**src/rtl/tmr_wave_pkg.sv**
```systemverilog
package tmr_wave_pkg;

    localparam int DW = 32;
    localparam int AW = 4;

    typedef enum logic [1:0] {
        ACT_KEEP = 2'd0,
        ACT_SET  = 2'd1,
        ACT_CLR  = 2'd2,
        ACT_FLIP = 2'd3
    } act_e;

    typedef enum logic [1:0] {
        PRF_WRAP  = 2'd0,
        PRF_TRI   = 2'd1,
        PRF_RCUP  = 2'd2,
        PRF_RCTRI = 2'd3
    } prof_e;

    localparam logic [AW-1:0] A_CMD  = 4'd0;
    localparam logic [AW-1:0] A_MODE = 4'd1;
    localparam logic [AW-1:0] A_CNT  = 4'd2;
    localparam logic [AW-1:0] A_CA   = 4'd3;
    localparam logic [AW-1:0] A_CB   = 4'd4;
    localparam logic [AW-1:0] A_CC   = 4'd5;
    localparam logic [AW-1:0] A_STAT = 4'd6;
    localparam logic [AW-1:0] A_MSET = 4'd7;
    localparam logic [AW-1:0] A_MCLR = 4'd8;
    localparam logic [AW-1:0] A_MASK = 4'd9;

    // mode word fields
    localparam int M_FREEZE   = 6;
    localparam int M_HALT     = 7;
    localparam int M_EDGE_LO  = 8;
    localparam int M_SRC_LO   = 10;
    localparam int M_RESTART  = 12;
    localparam int M_PROF_LO  = 13;
    localparam int M_ACT_BASE = 16;
    localparam int M_ACT_SPAN = 8;

    // command bits
    localparam int C_ON   = 0;
    localparam int C_OFF  = 1;
    localparam int C_TRIG = 2;

endpackage

```
**src/rtl/tmr_wave_edge.sv**
```systemverilog
module tmr_wave_edge (
    input  logic       cur,
    input  logic       prev,
    input  logic [1:0] sel,
    output logic       hit
);
    always_comb begin
        case (sel)
            2'd1:    hit = cur & ~prev;
            2'd2:    hit = ~cur & prev;
            2'd3:    hit = cur ^ prev;
            default: hit = 1'b0;
        endcase
    end
endmodule

```
**src/rtl/tmr_wave_step.sv**
```systemverilog
module tmr_wave_step
    import tmr_wave_pkg::*;
#(
    parameter int CW = 16
) (
    input  logic [CW-1:0] cnt,
    input  logic          up,
    input  logic [CW-1:0] lim,
    input  prof_e         prof,
    output logic [CW-1:0] nxt,
    output logic          nxt_up,
    output logic          ovf
);
    localparam logic [CW-1:0] FULL = '1;
    localparam logic [CW-1:0] ONE  = CW'(1);

    always_comb begin
        nxt    = cnt + ONE;
        nxt_up = 1'b1;
        ovf    = 1'b0;
        case (prof)
            PRF_WRAP: begin
                ovf = (cnt == FULL);
            end
            PRF_TRI: begin
                if (up) begin
                    if (cnt == FULL) begin
                        ovf    = 1'b1;
                        nxt    = cnt - ONE;
                        nxt_up = 1'b0;
                    end
                end else if (cnt == '0) begin
                    nxt = ONE;
                end else begin
                    nxt    = cnt - ONE;
                    nxt_up = 1'b0;
                end
            end
            PRF_RCUP: begin
                if (cnt == lim) begin
                    nxt = '0;
                end else if (cnt == FULL) begin
                    ovf = 1'b1;
                end
            end
            default: begin
                if (up) begin
                    if (cnt == lim) begin
                        nxt    = (cnt == '0) ? '0 : cnt - ONE;
                        nxt_up = 1'b0;
                    end else if (cnt == FULL) begin
                        ovf = 1'b1;
                    end
                end else if (cnt == '0) begin
                    nxt = ONE;
                end else begin
                    nxt    = cnt - ONE;
                    nxt_up = 1'b0;
                end
            end
        endcase
    end
endmodule

```
**src/rtl/tmr_wave_pin.sv**
```systemverilog
module tmr_wave_pin
    import tmr_wave_pkg::*;
(
    input  logic       cur,
    input  logic [3:0] hits,   // {sw, ext, cmp_c, own cmp}, highest first
    input  logic [7:0] acts,   // 2-bit code per event, same order as hits
    output logic       nxt
);
    always_comb begin
        nxt = cur;
        for (int i = 0; i < 4; i++) begin
            if (hits[i]) begin
                case (act_e'(acts[2*i +: 2]))
                    ACT_SET:  nxt = 1'b1;
                    ACT_CLR:  nxt = 1'b0;
                    ACT_FLIP: nxt = ~cur;
                    default:  ;
                endcase
            end
        end
    end
endmodule

```
**src/rtl/tmr_wave_chan.sv**
```systemverilog
module tmr_wave_chan
    import tmr_wave_pkg::*;
#(
    parameter int CW = 16
) (
    input  logic          clk,
    input  logic          rst_n,
    input  logic          cnt_tick,
    input  logic [2:0]    ext_in,
    input  logic          pin_b_in,
    input  logic          wr_en,
    input  logic [AW-1:0] addr,
    input  logic [DW-1:0] wr_data,
    input  logic          rd_en,
    output logic [DW-1:0] rd_data,
    output logic          out_a,
    output logic          out_b,
    output logic          irq
);
    localparam int PINS = 2;

    typedef struct packed {
        logic [DW-1:0]   mode;
        logic [CW-1:0]   cnt;
        logic [CW-1:0]   cmp_a;
        logic [CW-1:0]   cmp_b;
        logic [CW-1:0]   cmp_c;
        logic            up;
        logic            run;
        logic            frozen;
        logic [7:0]      flags;
        logic [7:0]      mask;
        logic [PINS-1:0] pins;
        logic            src_prev;
    } state_t;

    state_t q, d;

    logic            src_now, ext_hit, sw_hit, trig, counting;
    logic            hit_a, hit_b, hit_c;
    logic            cmd_wr, rd_stat;
    logic [CW-1:0]   step_cnt;
    logic            step_up, step_ovf;
    logic [PINS-1:0] pin_nxt, cmp_hit;
    logic [7:0]      new_flags;
    logic [DW-1:0]   stat_word;

    // event source select
    always_comb begin
        case (q.mode[M_SRC_LO +: 2])
            2'd1:    src_now = ext_in[0];
            2'd2:    src_now = ext_in[1];
            2'd3:    src_now = ext_in[2];
            default: src_now = pin_b_in;
        endcase
    end

    tmr_wave_edge u_edge (
        .cur  (src_now),
        .prev (q.src_prev),
        .sel  (q.mode[M_EDGE_LO +: 2]),
        .hit  (ext_hit)
    );

    assign cmd_wr   = wr_en && (addr == A_CMD);
    assign rd_stat  = rd_en && (addr == A_STAT);
    assign sw_hit   = cmd_wr && wr_data[C_TRIG];
    assign trig     = sw_hit || (ext_hit && q.mode[M_RESTART]);
    assign counting = q.run && !q.frozen && cnt_tick;
    assign hit_a    = counting && (q.cnt == q.cmp_a);
    assign hit_b    = counting && (q.cnt == q.cmp_b);
    assign hit_c    = counting && (q.cnt == q.cmp_c);
    assign cmp_hit  = {hit_b, hit_a};

    tmr_wave_step #(.CW(CW)) u_step (
        .cnt    (q.cnt),
        .up     (q.up),
        .lim    (q.cmp_c),
        .prof   (prof_e'(q.mode[M_PROF_LO +: 2])),
        .nxt    (step_cnt),
        .nxt_up (step_up),
        .ovf    (step_ovf)
    );

    for (genvar p = 0; p < PINS; p++) begin : g_pin
        tmr_wave_pin u_pin (
            .cur  (q.pins[p]),
            .hits ({sw_hit, ext_hit, hit_c, cmp_hit[p]}),
            .acts (q.mode[M_ACT_BASE + M_ACT_SPAN*p +: M_ACT_SPAN]),
            .nxt  (pin_nxt[p])
        );
    end

    assign new_flags = {ext_hit, 2'b00, hit_c, hit_b, hit_a, 1'b0, counting && step_ovf};

    always_comb begin
        d          = q;
        d.src_prev = src_now;
        d.pins     = pin_nxt;
        d.flags    = (rd_stat ? 8'h00 : q.flags) | new_flags;

        if (counting) begin
            d.cnt = step_cnt;
            d.up  = step_up;
        end
        if (hit_c && q.mode[M_FREEZE]) d.frozen = 1'b1;
        if (hit_c && q.mode[M_HALT])   d.run    = 1'b0;

        if (trig) begin
            d.cnt    = '0;
            d.up     = 1'b1;
            d.frozen = 1'b0;
        end

        if (cmd_wr && wr_data[C_ON])  d.run = 1'b1;
        if (cmd_wr && wr_data[C_OFF]) d.run = 1'b0;

        if (wr_en) begin
            case (addr)
                A_MODE: d.mode  = wr_data;
                A_CA:   d.cmp_a = wr_data[CW-1:0];
                A_CB:   d.cmp_b = wr_data[CW-1:0];
                A_CC:   d.cmp_c = wr_data[CW-1:0];
                A_MSET: d.mask  = q.mask | wr_data[7:0];
                A_MCLR: d.mask  = q.mask & ~wr_data[7:0];
                default: ;
            endcase
        end
    end

    always_ff @(posedge clk or negedge rst_n) begin
        if (!rst_n) begin
            q    <= '0;
            q.up <= 1'b1;
        end else begin
            q <= d;
        end
    end

    assign stat_word = {13'b0, q.pins[1], q.pins[0], q.run && !q.frozen, 8'b0, q.flags};

    always_comb begin
        rd_data = '0;
        if (rd_en) begin
            case (addr)
                A_MODE: rd_data = q.mode;
                A_CNT:  rd_data = DW'(q.cnt);
                A_CA:   rd_data = DW'(q.cmp_a);
                A_CB:   rd_data = DW'(q.cmp_b);
                A_CC:   rd_data = DW'(q.cmp_c);
                A_STAT: rd_data = stat_word;
                A_MASK: rd_data = DW'(q.mask);
                default: rd_data = '0;
            endcase
        end
    end

    assign out_a = q.pins[0];
    assign out_b = q.pins[1];
    assign irq   = |(q.flags & q.mask);

    // state brought out for the bound checker
    logic            chk_run, chk_frozen;
    logic [CW-1:0]   chk_cnt;
    logic [DW-1:0]   chk_mode;
    assign chk_run    = q.run;
    assign chk_frozen = q.frozen;
    assign chk_cnt    = q.cnt;
    assign chk_mode   = q.mode;

endmodule

```
**config.mk**
```make
export PLATFORM = sky130hd
export DESIGN_NAME = tmr_wave_chan
export DESIGN_NICKNAME = d
export VERILOG_FILES = /design/src/rtl/tmr_wave_pkg.sv /design/src/rtl/tmr_wave_edge.sv /design/src/rtl/tmr_wave_step.sv /design/src/rtl/tmr_wave_pin.sv /design/src/rtl/tmr_wave_chan.sv
export SDC_FILE = /design/constraint.sdc
export NUM_CORES = 1
export LEC_CHECK = 0
export ABC_AREA = 1
export ABC_CLOCK_PERIOD_IN_PS = 5400
export BUFFER_PORTS_ARGS = -buffer_cell sky130_fd_sc_hd__buf_2
export CAP_MARGIN = 30
export CORE_ASPECT_RATIO = 0.6
export CORE_MARGIN = 4
export CORE_UTILIZATION = 30
export CTS_CLUSTER_DIAMETER = 150
export CTS_CLUSTER_SIZE = 40
export DETAILED_ROUTE_END_ITERATION = 8
export PLACE_DENSITY_LB_ADDON = 0.3
export REMOVE_ABC_BUFFERS = 1
export SLEW_MARGIN = 20
export SYNTH_ARGS = -nofsm -noshare
export SYNTH_HDL_FRONTEND = slang
export SYNTH_SLANG_ARGS = --single-unit
```
**constraint.sdc**
```tcl
create_clock -name clk -period 5.4 [get_ports clk]
set_clock_uncertainty 0.05 [all_clocks]
set_input_delay 0.81 -clock clk [delete_from_list [all_inputs] [get_ports clk]]
set_output_delay 0.81 -clock clk [all_outputs]
set_load 0.05 [all_outputs]
```
# --- After elaboration in Yosys (flattened, before gate mapping) ---
# Cells that the tools add are included.
classes:
  n_div: 0
  addsub: 2
  n_mul: 0
  order_cmp: 0
  bitwise_logic: 12
  n_mux: 50
  n_reduce_logical: 30
  n_eq_ne: 45
  shift: 0
op_table:
  columns: ["op", "n"]
  rows:
  - ["32-bit one-hot mux with 7 select lines", 1]
  - ["16-bit two-way mux", 9]
  - ["16-bit == test", 3]
  - ["16-bit one-hot mux with 3 select lines", 1]
  - ["2-bit == test (second input constant)", 21]
  - ["1-bit one-hot mux with 3 select lines", 11]
  - ["32-bit two-way mux", 1]
  - ["1-bit two-way mux", 24]
  - ["2-bit by 1-bit == test with 1-bit output (second input constant)", 11]
  - ["16-bit by 1-bit adder with 16-bit output (second input constant)", 1]
  - ["8-bit bitwise AND", 2]
  - ["16-bit == test (second input constant)", 1]
  - ["4-bit by 3-bit == test with 1-bit output (second input constant)", 4]
  - ["16-bit logical NOT", 1]
  - ["8-bit bitwise OR", 2]
  - ["8-bit one-hot mux with 2 select lines", 1]
  - ["16-bit by 1-bit subtractor with 16-bit output (second input constant)", 1]
  - ["1-bit logical AND", 14]
  - ["2-bit AND reduction", 5]
  - ["4-bit by 2-bit == test with 1-bit output (second input constant)", 2]
  - ["4-bit == test (second input constant)", 2]
  - ["8-bit two-way mux", 1]
  - ["8-bit NOT", 1]
  - ["8-bit OR reduction", 1]
  - ["12 further kinds", 18]
word_totals:
  mem_count: 0
  latch_bits: 0
  word_cells: 151
  out_inout_bits: 35
  mem_bits_rw: 0
  mem_bits_ro: 0
  register_bits: 118
  in_bits: 45

# --- Longest topological paths before layout ---
logic_depth:
  ltp_word: 11
  ltp_mapped: 17
  depth_no_buf: 15

# --- Hierarchy ---
# From an unflattened synthesis, not the netlist that was laid out.
hier_totals:
  cells_unflattened: 1303
  area_unflattened_um2: 8523.2
by_module_without_submodules:
  columns: ["module", "cells_per_inst", "area_per_inst_um2", "seq_area_each_um2", "instances"]
  rows:
  - ["tmr_wave_chan", 771, 6115.9, 2879.0, 1]
  - ["tmr_wave_step", 485, 2165.8, 0.0, 1]
  - ["tmr_wave_pin", 18, 88.8, 0.0, 2]
  - ["tmr_wave_edge", 11, 63.8, 0.0, 1]

# --- Least setup slack after synthesis ---
# Ideal clock, no wire load.
synth_timing:
  path_type: "input to output"
  start: "in addr[2]"
  end: "out rd_data[13]"
  t_required_ns: 4.540
  n_path_buf: 1
  arrival_ns: 2.559
  path_stages: 6
  slack_ns: 1.981
  path_cell_list: "nor2_1 -> inv_1 -> nor2_1 -> clkbuf_1 -> nand2_1 -> a31oi_1"
synth_via:
  elab_chain_len: 3
  word_cells_on_any_way: 9
  cone_classes: "eq/ne: 7; mux: 2"
synth_lines:
  columns: ["element", "line_no", "text"]
  rows:
  - ["from (decl)", "tmr_wave_chan.sv:12", "input logic [AW-1:0] addr,"]
  - ["4-bit == test (tied with other cells)", "tmr_wave_chan.sv:145", "case (addr)"]
  - ["32-bit one-hot mux with 7 select lines (*)", "tmr_wave_chan.sv:145", null]
  - ["32-bit two-way mux (*)", "tmr_wave_chan.sv:144", "if (rd_en) begin"]
  - ["to (decl)", "tmr_wave_chan.sv:15", "output logic [DW-1:0] rd_data,"]
# Mark *: on every way between the ends. The rest lies on a longest branch, timed or not.

# --- Worst setup path after layout ---
layout_timing:
  start: "in addr[0]"
  end: "out rd_data[0]"
# Same word-level chain as after synthesis.

==> impl_metrics.py <==
metrics = {
    "critical_path": {
        "critical_path.max_stage_delay_ns": 0.56,
        "crit_path_max_fanout": 10,
        "critPathArrivalTime_ns": 3.04,
        "category_of_the_worst_setup_path_launch_point": "primary input",
        "criticalPathCategory": "primary input to output port",
        "endpoint_kind": "output port",
        "critical_path_required_ns": 4.54,
        "crit_chain": "buf_2 -> nor2_1 -> inv_1 -> nor2_2 -> inv_1 -> nor2_1 -> a211oi_1 -> a21oi_1 -> buf_2",
        "timing.critical_path.slowest_stage_cell": "sky130_fd_sc_hd__nor2_2",
    },
    "sta": {
        "max_freq_mhz": 256,
        "part_of_the_cycle_the_worst_path_needs_pct": 72.3,
        "worst_slew_margin_rel_pct": 47.9,
        "final.setup.tns_ns": 0,
        "slew_violations": 0,
        "setup_viol": 0,
        "final_hold_viol_count": 0,
        "tightest_pin_transition_ns": 0.781,
        "layout_setup_ws_ns": 1.50,
        "grt_setup_unrepaired": "false",
        "final.min_clock_period_ns": 3.90,
    },
    "placement": {
        "placedCellCount": 1572,
        "post_dp_hpwl_um": 22800,
        "port_buffers": 79,
        "worst_slack_after_detailed_placement_ns": 1.44,
        "global_placement_routability_congestion": 0.953,
    },
    "floorplan": {
        "die_y_um": 133,
        "floorplan.rows": 45,
        "design.portCount": 80,
        "floorplan.die_area_um2": 28900,
        "start_util_pct": 30.8,
        "die_w_um": 217,
        "coreArea_um2": 25500,
    },
    "cts": {
        "cts_setup_buffers": 0,
        "cts_resized": 0,
        "cts.htree.levels": 4,
        "clk_transition_reported_paths_ns": 0.06,
        "cts.sinks": 115,
        "cts-root-buf": "sky130_fd_sc_hd__clkbuf_16",
        "worst_skew_pair.late_latency_ns": 0.43,
        "cts.hold.buffers_added": 0,
        "maximum_root_to_sink_buffer_count": 2,
        "tritoncts.num_buffers": 17,
        "tritoncts": "done",
    },
    "synthesis": {
        "postSynthRegisterBits": 115,
        "avgSynthCellArea_um2": 6.66,
        "synth.area.top_cells": "sky130_fd_sc_hd__dfrtp_1, sky130_fd_sc_hd__nand2_1, sky130_fd_sc_hd__o21ai_0, sky130_fd_sc_hd__inv_1, sky130_fd_sc_hd__nor2_1",
        "synth_flop_cell": "sky130_fd_sc_hd__dfrtp_1",
        "post_synth_fa_ha_maj_area_fraction_pct": 0.797,
        "synth_common_cells": "sky130_fd_sc_hd__nand2_1, sky130_fd_sc_hd__inv_1, sky130_fd_sc_hd__nor2_1, sky130_fd_sc_hd__o21ai_0, sky130_fd_sc_hd__dfrtp_1",
        "synth_xor_xnor_area_share_pct": 4.13,
        "yosysSeqAreaShare_pct": 36.7,
        "synth.area.mux_share_pct": 0.287,
        "cells_after_synthesis": 1178,
        "area_fraction_in_compound_gates_after_synthesis_pct": 14.3,
        "yosys.area.top_type": "sky130_fd_sc_hd__dfrtp_1",
        "synth_warnings": 0,
        "synth_simple_gate_area_share_pct": 33.2,
        "synth_edf_count": 0,
        "netlist-cell-type-count": 47,
        "synthDominantCellAreaShare_pct": 36.3,
        "netlist_area_um2": 7850,
        "synth_most_common_cell": "sky130_fd_sc_hd__nand2_1",
        "main_combinational_cell_family_by_area_after_synthesis": "simple AND/OR/NAND/NOR gates",
        "async_flop_share_pct": 100,
    },
    "global_route": {
        "grt_max_degree": 63,
        "globalRouteOverflowTotal": 0,
        "grt_antenna_before_repair": 0,
        "groute.usage.overall_pct": 20.6,
        "grt_first_pass_wirelength_um": 45400,
        "vias_in_the_first_global_route": 7435,
    },
    "final_layout": {
        "n_antenna_cell": 0,
        "fillCellCount": 2747,
        "finalNonFillerCells": 1604,
        "nNetsFinal": 1290,
        "fin_util_pct": 35.8,
        "multi_input_area_um2": 4140,
        "drive_above_1_share_pct": 12.3,
        "area_delta_synth_final_pct": 16.2,
        "sequential_cell_area_um2": 2880,
    },
    "power": {
        "peakVddDrop_v": 0.000276,
        "power.density_cell_area_nw_per_um2": 490,
        "cellLeakagePower_nw": 4.68,
    },
    "detailed_routing": {
        "routed_wirelength_um": 29600,
        "routed_wire_length_per_instance_um": 18.4,
        "drcViolationCount": 0,
        "ant_nets": 0,
        "vias": 8140,
        "drt_pre_antenna_iters": 5,
        "routed_via_density": 5.07,
        "drt_iter0_drc": 1019,
    },
    "run_status": {
        "status": "finished clean",
    },
    "worst_hold_path": {
        "hp-class": "primary input to asynchronous set/reset pin",
    },
    "flow_run": {
        "maxCapViolCount": 0,
    },
}
final timing paths:
path / start / end / slack (ns) / cells past startpoint
worst min-delay path: rst_n / chk_cnt[13] / 0.23 / 1
max in group asynchronous: rst_n / q[56] / 4.17 / 2
worst max register to register: chk_cnt[10] / chk_run / 2.15 / 11
min in group clk: chk_mode[2] / chk_mode[2] / 0.44 / 2
worst min register to register: chk_mode[2] / chk_mode[2] / 0.44 / 2
worst max-delay path: addr[0] / rd_data[0] / 1.50 / 9
final cells by class:
class	instances	share of cell area, %
Clock buffer	20	4.79
Clock inverter	11	0.988
Inverter	152	6.26
Multi-Input combinational cell	862	45.4
Sequential cell	115	31.6
Tap cell	352	4.83
Timing Repair Buffer	92	6.17
layer usage:
layer	vias up	GRT usage, %	routed length, um
met5	-	0	0
met4	0	5.01	383
met3	34	7.52	3690
met2	384	23.8	10200
met1	3811	34.0	15300
li1	3911	-	-
per-stage QoR:
step	hold slack, ns	total power, mW	cell area (um^2)
2_1_floorplan	0.399	2.69	7590
3_3_place_gp	0.420	3.34	8480
3_5_place_dp	0.424	3.36	8590
4_1_cts	0.219	4.41	9110
5_1_grt	0.230	4.79	9120
6_report	0.225	4.47	9120
state kept, by name (all words and copies together) (netlist names), named ones only:
name        flops
chk_frozen      1
q              55
out_b           1
chk_run         1
out_a           1
chk_cnt        16
chk_mode       32
report_power, final:
part | internal, mW | leakage, nW | switching, mW
Sequential | 1.07 | 1.43 | 0.393
Combinational | 0.616 | 3.00 | 1.34
Clock | 0.622 | 0.251 | 0.424
logic make-up (layout without fill, tap and decap cells):
logic type | Yosys count | in the layout
compound gates | 201 | 201
xor+xnor | 37 | 37
buf+inv | 201 | 275
mux | 2 | 2
simple gates | 617 | 617
flops | 115 | 115
fa+ha+maj | 5 | 5
worst max-delay path, delay by kind of cell:
kind,cells,cell delay [ns]
and+or+nand+nor,3,0.96
buffers and inverters,4,0.94
AOI/OAI and AO/OA,2,0.33
placed cells by master (no fill, tap or decap), types with 10 or more instances in the layout:
cell type / n
sky130_fd_sc_hd__xnor2_1: 16
sky130_fd_sc_hd__inv_1: 143
sky130_fd_sc_hd__xor2_1: 21
sky130_fd_sc_hd__buf_2: 78
sky130_fd_sc_hd__o21ai_0: 115
sky130_fd_sc_hd__o22ai_1: 18
sky130_fd_sc_hd__clkbuf_16: 17
sky130_fd_sc_hd__nand4_1: 21
sky130_fd_sc_hd__nor2_1: 137
sky130_fd_sc_hd__buf_4: 10
sky130_fd_sc_hd__nand2_1: 336
sky130_fd_sc_hd__a21oi_1: 33
sky130_fd_sc_hd__nand3_1: 84
sky130_fd_sc_hd__dfrtp_1: 114
(Power assumes the default switching activity.)
